--- src/rtl/preadd_macc_pkg.sv ---
package preadd_macc_pkg;

    // Where the pipeline registers sit for a given latency choice.
    typedef struct packed {
        logic [1:0] n_in;   // operand input stages
        logic       m_reg;  // register after the multiplier
        logic       p_reg;  // result taken from the accumulator register
    } stage_plan_t;

    function automatic stage_plan_t plan_for(input int lat, input bit lat2_out);
        stage_plan_t p;
        p = '0;
        case (lat)
            1: p.m_reg = 1'b1;
            2: begin
                p.m_reg = 1'b1;
                if (lat2_out) p.p_reg = 1'b1;
                else          p.n_in  = 2'd1;
            end
            3: begin
                p.n_in  = 2'd1;
                p.m_reg = 1'b1;
                p.p_reg = 1'b1;
            end
            4: begin
                p.n_in  = 2'd2;
                p.m_reg = 1'b1;
                p.p_reg = 1'b1;
            end
            default: p = '0;
        endcase
        return p;
    endfunction

    // Stages that the controls cross before reaching the accumulator.
    function automatic int ctl_depth(input stage_plan_t p);
        return int'(p.n_in) + int'(p.m_reg);
    endfunction

endpackage

--- src/rtl/pm_stage_delay.sv ---
module pm_stage_delay #(
    parameter int W = 8,
    parameter int N = 1
) (
    input  logic         clk,
    input  logic         rst,
    input  logic         ce,
    input  logic [W-1:0] d,
    output logic [W-1:0] q
);
    if (N == 0) begin : g_pass
        assign q = d;
    end else begin : g_regs
        logic [W-1:0] sr [N];
        always_ff @(posedge clk) begin
            if (ce) begin
                if (rst) begin
                    for (int j = 0; j < N; j++) sr[j] <= '0;
                end else begin
                    sr[0] <= d;
                    for (int j = 1; j < N; j++) sr[j] <= sr[j-1];
                end
            end
        end
        assign q = sr[N-1];
    end
endmodule

--- src/rtl/pm_preadd_mult.sv ---
module pm_preadd_mult #(
    parameter int PRE_W = 24,
    parameter int MUL_W = 18,
    localparam int PROD_W = PRE_W + 1 + MUL_W
) (
    input  logic [PRE_W-1:0]         add_a,
    input  logic [PRE_W-1:0]         add_b,
    input  logic [MUL_W-1:0]         mul_m,
    output logic signed [PROD_W-1:0] prod
);
    // One bit of growth keeps the pre-adder sum exact.
    logic signed [PRE_W:0] sum_s;

    assign sum_s = $signed({add_a[PRE_W-1], add_a}) + $signed({add_b[PRE_W-1], add_b});
    assign prod  = sum_s * $signed(mul_m);
endmodule

--- src/rtl/pm_accum.sv ---
module pm_accum #(
    parameter int PROD_W  = 43,
    parameter int ACC_W   = 48,
    parameter bit OUT_REG = 1'b1
) (
    input  logic                     clk,
    input  logic                     rst,
    input  logic                     ce,
    input  logic signed [PROD_W-1:0] prod,
    input  logic                     ld,
    input  logic                     cin,
    input  logic [ACC_W-1:0]         ld_val,
    output logic [ACC_W-1:0]         acc_q,
    output logic [ACC_W-1:0]         result
);
    logic [ACC_W-1:0] prod_ext;
    logic [ACC_W-1:0] base;
    logic [ACC_W-1:0] acc_d;

    always_comb begin
        prod_ext = ACC_W'(prod);
        base     = ld ? ld_val : acc_q;
        acc_d    = base + prod_ext + ACC_W'(cin);
    end

    always_ff @(posedge clk) begin
        if (ce) acc_q <= rst ? '0 : acc_d;
    end

    if (OUT_REG) begin : g_out_reg
        assign result = acc_q;
    end else begin : g_out_comb
        assign result = acc_d;
    end
endmodule

--- src/rtl/preadd_macc.sv ---
module preadd_macc
    import preadd_macc_pkg::*;
#(
    parameter int PRE_W       = 24,
    parameter int MUL_W       = 18,
    parameter int ACC_W       = 48,
    parameter int LATENCY     = 3,
    parameter bit LAT2_OUTREG = 1'b1
) (
    input  logic             clk,
    input  logic             rst,
    input  logic             ce,
    input  logic [PRE_W-1:0] pre_a,
    input  logic [PRE_W-1:0] pre_b,
    input  logic [MUL_W-1:0] mul_op,
    input  logic             carry_in,
    input  logic             load,
    input  logic [ACC_W-1:0] load_val,
    output logic [ACC_W-1:0] result
);
    localparam stage_plan_t PLAN   = plan_for(LATENCY, LAT2_OUTREG);
    localparam int          N_IN   = int'(PLAN.n_in);
    localparam int          N_MUL  = int'(PLAN.m_reg);
    localparam int          N_CTL  = ctl_depth(PLAN);
    localparam int          PROD_W = PRE_W + 1 + MUL_W;

    typedef struct packed {
        logic [PRE_W-1:0] a;
        logic [PRE_W-1:0] b;
        logic [MUL_W-1:0] m;
    } opnd_t;

    typedef struct packed {
        logic             ld;
        logic             cin;
        logic [ACC_W-1:0] val;
    } ctl_t;

    localparam int OPND_W = $bits(opnd_t);
    localparam int CTL_W  = $bits(ctl_t);

    opnd_t             opnd_in, opnd_q;
    ctl_t              ctl_in, ctl_q;
    logic [PROD_W-1:0] prod_c, prod_q;
    logic [ACC_W-1:0]  acc_q;

    assign opnd_in = '{a: pre_a, b: pre_b, m: mul_op};
    assign ctl_in  = '{ld: load, cin: carry_in, val: load_val};

    pm_stage_delay #(.W(OPND_W), .N(N_IN)) u_in_pipe (
        .clk(clk), .rst(rst), .ce(ce), .d(opnd_in), .q(opnd_q)
    );

    pm_stage_delay #(.W(CTL_W), .N(N_CTL)) u_ctl_pipe (
        .clk(clk), .rst(rst), .ce(ce), .d(ctl_in), .q(ctl_q)
    );

    pm_preadd_mult #(.PRE_W(PRE_W), .MUL_W(MUL_W)) u_mult (
        .add_a(opnd_q.a), .add_b(opnd_q.b), .mul_m(opnd_q.m), .prod(prod_c)
    );

    pm_stage_delay #(.W(PROD_W), .N(N_MUL)) u_mul_pipe (
        .clk(clk), .rst(rst), .ce(ce), .d(prod_c), .q(prod_q)
    );

    pm_accum #(.PROD_W(PROD_W), .ACC_W(ACC_W), .OUT_REG(PLAN.p_reg)) u_acc (
        .clk(clk), .rst(rst), .ce(ce),
        .prod(prod_q), .ld(ctl_q.ld), .cin(ctl_q.cin), .ld_val(ctl_q.val),
        .acc_q(acc_q), .result(result)
    );
endmodule

--- config.mk ---
export PLATFORM = sky130hd
export DESIGN_NAME = preadd_macc
export DESIGN_NICKNAME = d
export VERILOG_FILES = /design/src/rtl/preadd_macc_pkg.sv /design/src/rtl/pm_stage_delay.sv /design/src/rtl/pm_preadd_mult.sv /design/src/rtl/pm_accum.sv /design/src/rtl/preadd_macc.sv
export SDC_FILE = /design/constraint.sdc
export NUM_CORES = 2
export LEC_CHECK = 0
export CAP_MARGIN = 20
export CORE_MARGIN = 2
export CORE_UTILIZATION = 63
export CTS_CLUSTER_DIAMETER = 30
export DETAILED_ROUTE_END_ITERATION = 12
export PLACE_DENSITY = 0.84
export SLEW_MARGIN = 20
export SYNTH_ARGS = -nofsm -noshare
export SYNTH_HDL_FRONTEND = slang
export SYNTH_SLANG_ARGS = --single-unit
--- constraint.sdc ---
create_clock -name clk -period 10.67 [get_ports clk]
set_input_delay 2.6675 -clock clk [delete_from_list [all_inputs] [get_ports clk]]
set_output_delay 2.6675 -clock clk [all_outputs]
set_load 0.02 [all_outputs]
==> results.yml <==
worst_hold_path:
  hp-class: "register to register"
cts:
  postCtsSetupRepairBufs: 0
  cts_tree: "done"
  clkLatencyLatePin_ns: 0.61
  clk_pin_slew_worst_paths_ns: 0.05
  cts_buffers: 54
  cts_hold_buf: 0
  root_buffer: "clkbuf_16"
  cts-resized-gates: 0
  cts_buffer_depth: 3
  htree_levels: 2
  numClockSinks: 257
critical_path:
  rr_worst_depth: 31
  crit_type: "register to register"
  worst-path-max-fanout: 18
  critPathLaunch: "u_in_pipe.g_regs.sr[0][26]"
  ff2ff_setup_slack_ns: 1.48
  required_ns: 11.01
  crit_slowest_cell: "xor2_2"
  r2r-start: "u_in_pipe.g_regs.sr[0][26]"
  cp-endpoint: "u_mul_pipe.g_regs.sr[0][39]"
  crit_top_cell: "fa_1"
  max_stage_delay_ns: 0.86
  worstSetupEndpointType: "register"
  critPathLaunchType: "register"
  cp.arrival_ns: 9.53
  r2r-end: "u_mul_pipe.g_regs.sr[0][39]"
detailed_routing:
  num_vias: 22400
  drc: 0
  ant_nets: 0
  avgViaCountPerCell: 5.80
  dr.pass1.iters: 5
  drt-total-wl_um: 72700
  first_iter_violations: 1752
  avgRoutedWirePerCell_um: 18.8
yosys:
  synth-simple-area-share: 0.170
  synth_most_common_cell: "inv_1"
  yosys_warnings: 0
  syn_nets: 3837
  synth_cells: 3097
  synth_top_flop_cell: "edfxtp_1"
  synth_top_area_share: 0.292
  synthArstFlopShare: 0
  synth_top_family_by_area: "adder cells"
  synth_common_cells: "inv_1 (522), fa_1 (445), and2_1 (312)"
  synth_edf_count: 257
  synth_cell_type_count: 70
  synth_top_area_cell: "fa_1"
  synth_area_leaders: "fa_1 (29%), edfxtp_1 (25%), ha_1 (7.2%), inv_1 (6.4%), and2_1 (6.4%)"
  synth_seq_cells: 257
  synthMuxAreaShare: 0.0224
  syn_area_um2: 30600
  synth-compound-area-share: 0.0818
  synthAdderAreaFrac: 0.364
  synthXorXnorAreaFrac: 0.0255
  avgSynthCellArea_um2: 9.87
  yosysSeqAreaShare: 0.253
timing:
  setup_ws_ns: 1.48
  finalHoldViolations: 0
  fin_skew_ns: 0.0497
  min_period_over_period: 0.862
  hold_slack_ns: 0.512
  tns_ns: 0
  tightest_slew_ns: 1.18
  setup_viol: 0
  fmax_ghz: 0.109
  finalMaxSlewViolations: 0
  max-slew-margin-rel: 0.210
  finalCriticalPeriod_ns: 9.19
  rsz0062_at_grt: "no"
grt:
  grt_pass1_wl_um: 120000
  grt_pass1_vias: 24000
  grt_overflow: 0
  grtUsageTotal: 0.300
  grt_max_degree: 132
  antenna_found_initial: 0
place:
  place_congestion: 0.930
  pre_cts_ws_ns: 1.49
  io_buffer_count: 166
  dp_hpwl_um: 53000
finish:
  syn2layout_area_growth_pct: 13.5
  layout-drive-gt1-share: 0.0685
  fillers: 3325
  antennaDiodeCount: 0
  fin_nets: 3938
die:
  die_h_um: 224
  ioPinCount: 167
  dieArea_um2: 50300
  dieWidth_um: 224
  placement_rows: 80
  start_util: 0.639
  core_um2: 47800
run_status:
  status: "finished clean"
flow_run:
  drv_cap: 0
-- cell type report --
class	count	area [um2]	share of cell area
multi-input cells	2165	20400	0.588
flip-flops and latches	257	7720	0.222
inverters	522	1960	0.0565
repair buffers	198	1910	0.0550
clock buffers	56	1360	0.0392
well taps	615	769	0.0222
clock inverters	45	571	0.0164
-- metal layers --
metal  vias to the layer above  GRT usage  wire (um)
met2                      1043      0.498      34800
met1                     11000      0.396      29300
met3                       207     0.0567       6080
met5                         -          0          0
met4                         0      0.113       2550
li1                      10200          -          -
-- worst min path at each step --
stage,startpoint,endpoint,cells past startpoint
2_1_floorplan,u_ctl_pipe.g_regs.sr[0][0],u_ctl_pipe.g_regs.sr[0][50],1
3_3_place_gp,u_ctl_pipe.g_regs.sr[0][1],u_ctl_pipe.g_regs.sr[0][51],1
3_5_place_dp,u_ctl_pipe.g_regs.sr[0][46],u_ctl_pipe.g_regs.sr[0][96],1
4_1_cts,u_ctl_pipe.g_regs.sr[0][14],u_ctl_pipe.g_regs.sr[0][64],1
5_1_grt,u_ctl_pipe.g_regs.sr[0][14],u_ctl_pipe.g_regs.sr[0][64],1
6_report,u_ctl_pipe.g_regs.sr[0][4],u_ctl_pipe.g_regs.sr[0][54],1
-- sequential cells by signal (all words and copies together), names as in the netlist --
name                  flops
u_mul_pipe.g_regs.sr     43
u_acc.acc_q              48
u_in_pipe.g_regs.sr      66
u_ctl_pipe.g_regs.sr    100
-- metrics by stage --
step,cell area (um2),std cells,utilization
2_1_floorplan,30600,3097,-
3_3_place_gp,32700,3756,0.684
3_5_place_dp,32700,3756,0.684
4_1_cts,34700,3857,0.724
5_1_grt,34700,3858,0.725
6_report,34700,3858,0.725
-- logic make-up after synthesis --
kind of cell,Yosys count
simple gates,1030
buf+inv,675
fa+ha+maj,621
compound gates,363
flops,257
xor+xnor,89
mux,62
-- worst max-delay path: cells and delay by family, from the launching register on --
| kind | cells | cell delay, ns |
|---|---|---|
| fa+ha+maj | 8 | 3.84 |
| xor+xnor | 1 | 0.86 |
| flops | 1 | 0.37 |
| buf+inv | 5 | 0.26 |
| compound gates | 12 | 2.68 |
| simple gates | 5 | 0.89 |
-- placed cells by master (no fill, tap or decap), types with 46 or more instances in the layout --
cell,count
nor2b_1,46
edfxtp_1,257
a21oi_1,84
o21ai_0,65
clkdlybuf4s50_1,164
fa_1,445
and2_1,312
inv_1,522
ha_1,176
clkbuf_16,54
a21o_1,52
xnor2_1,51
nor2_1,144
nand2_1,299
nand3_1,87
mux2_2,49
Power is not shown: default switching activity piles up to over one toggle a cycle in this logic, so the estimate is an artifact.
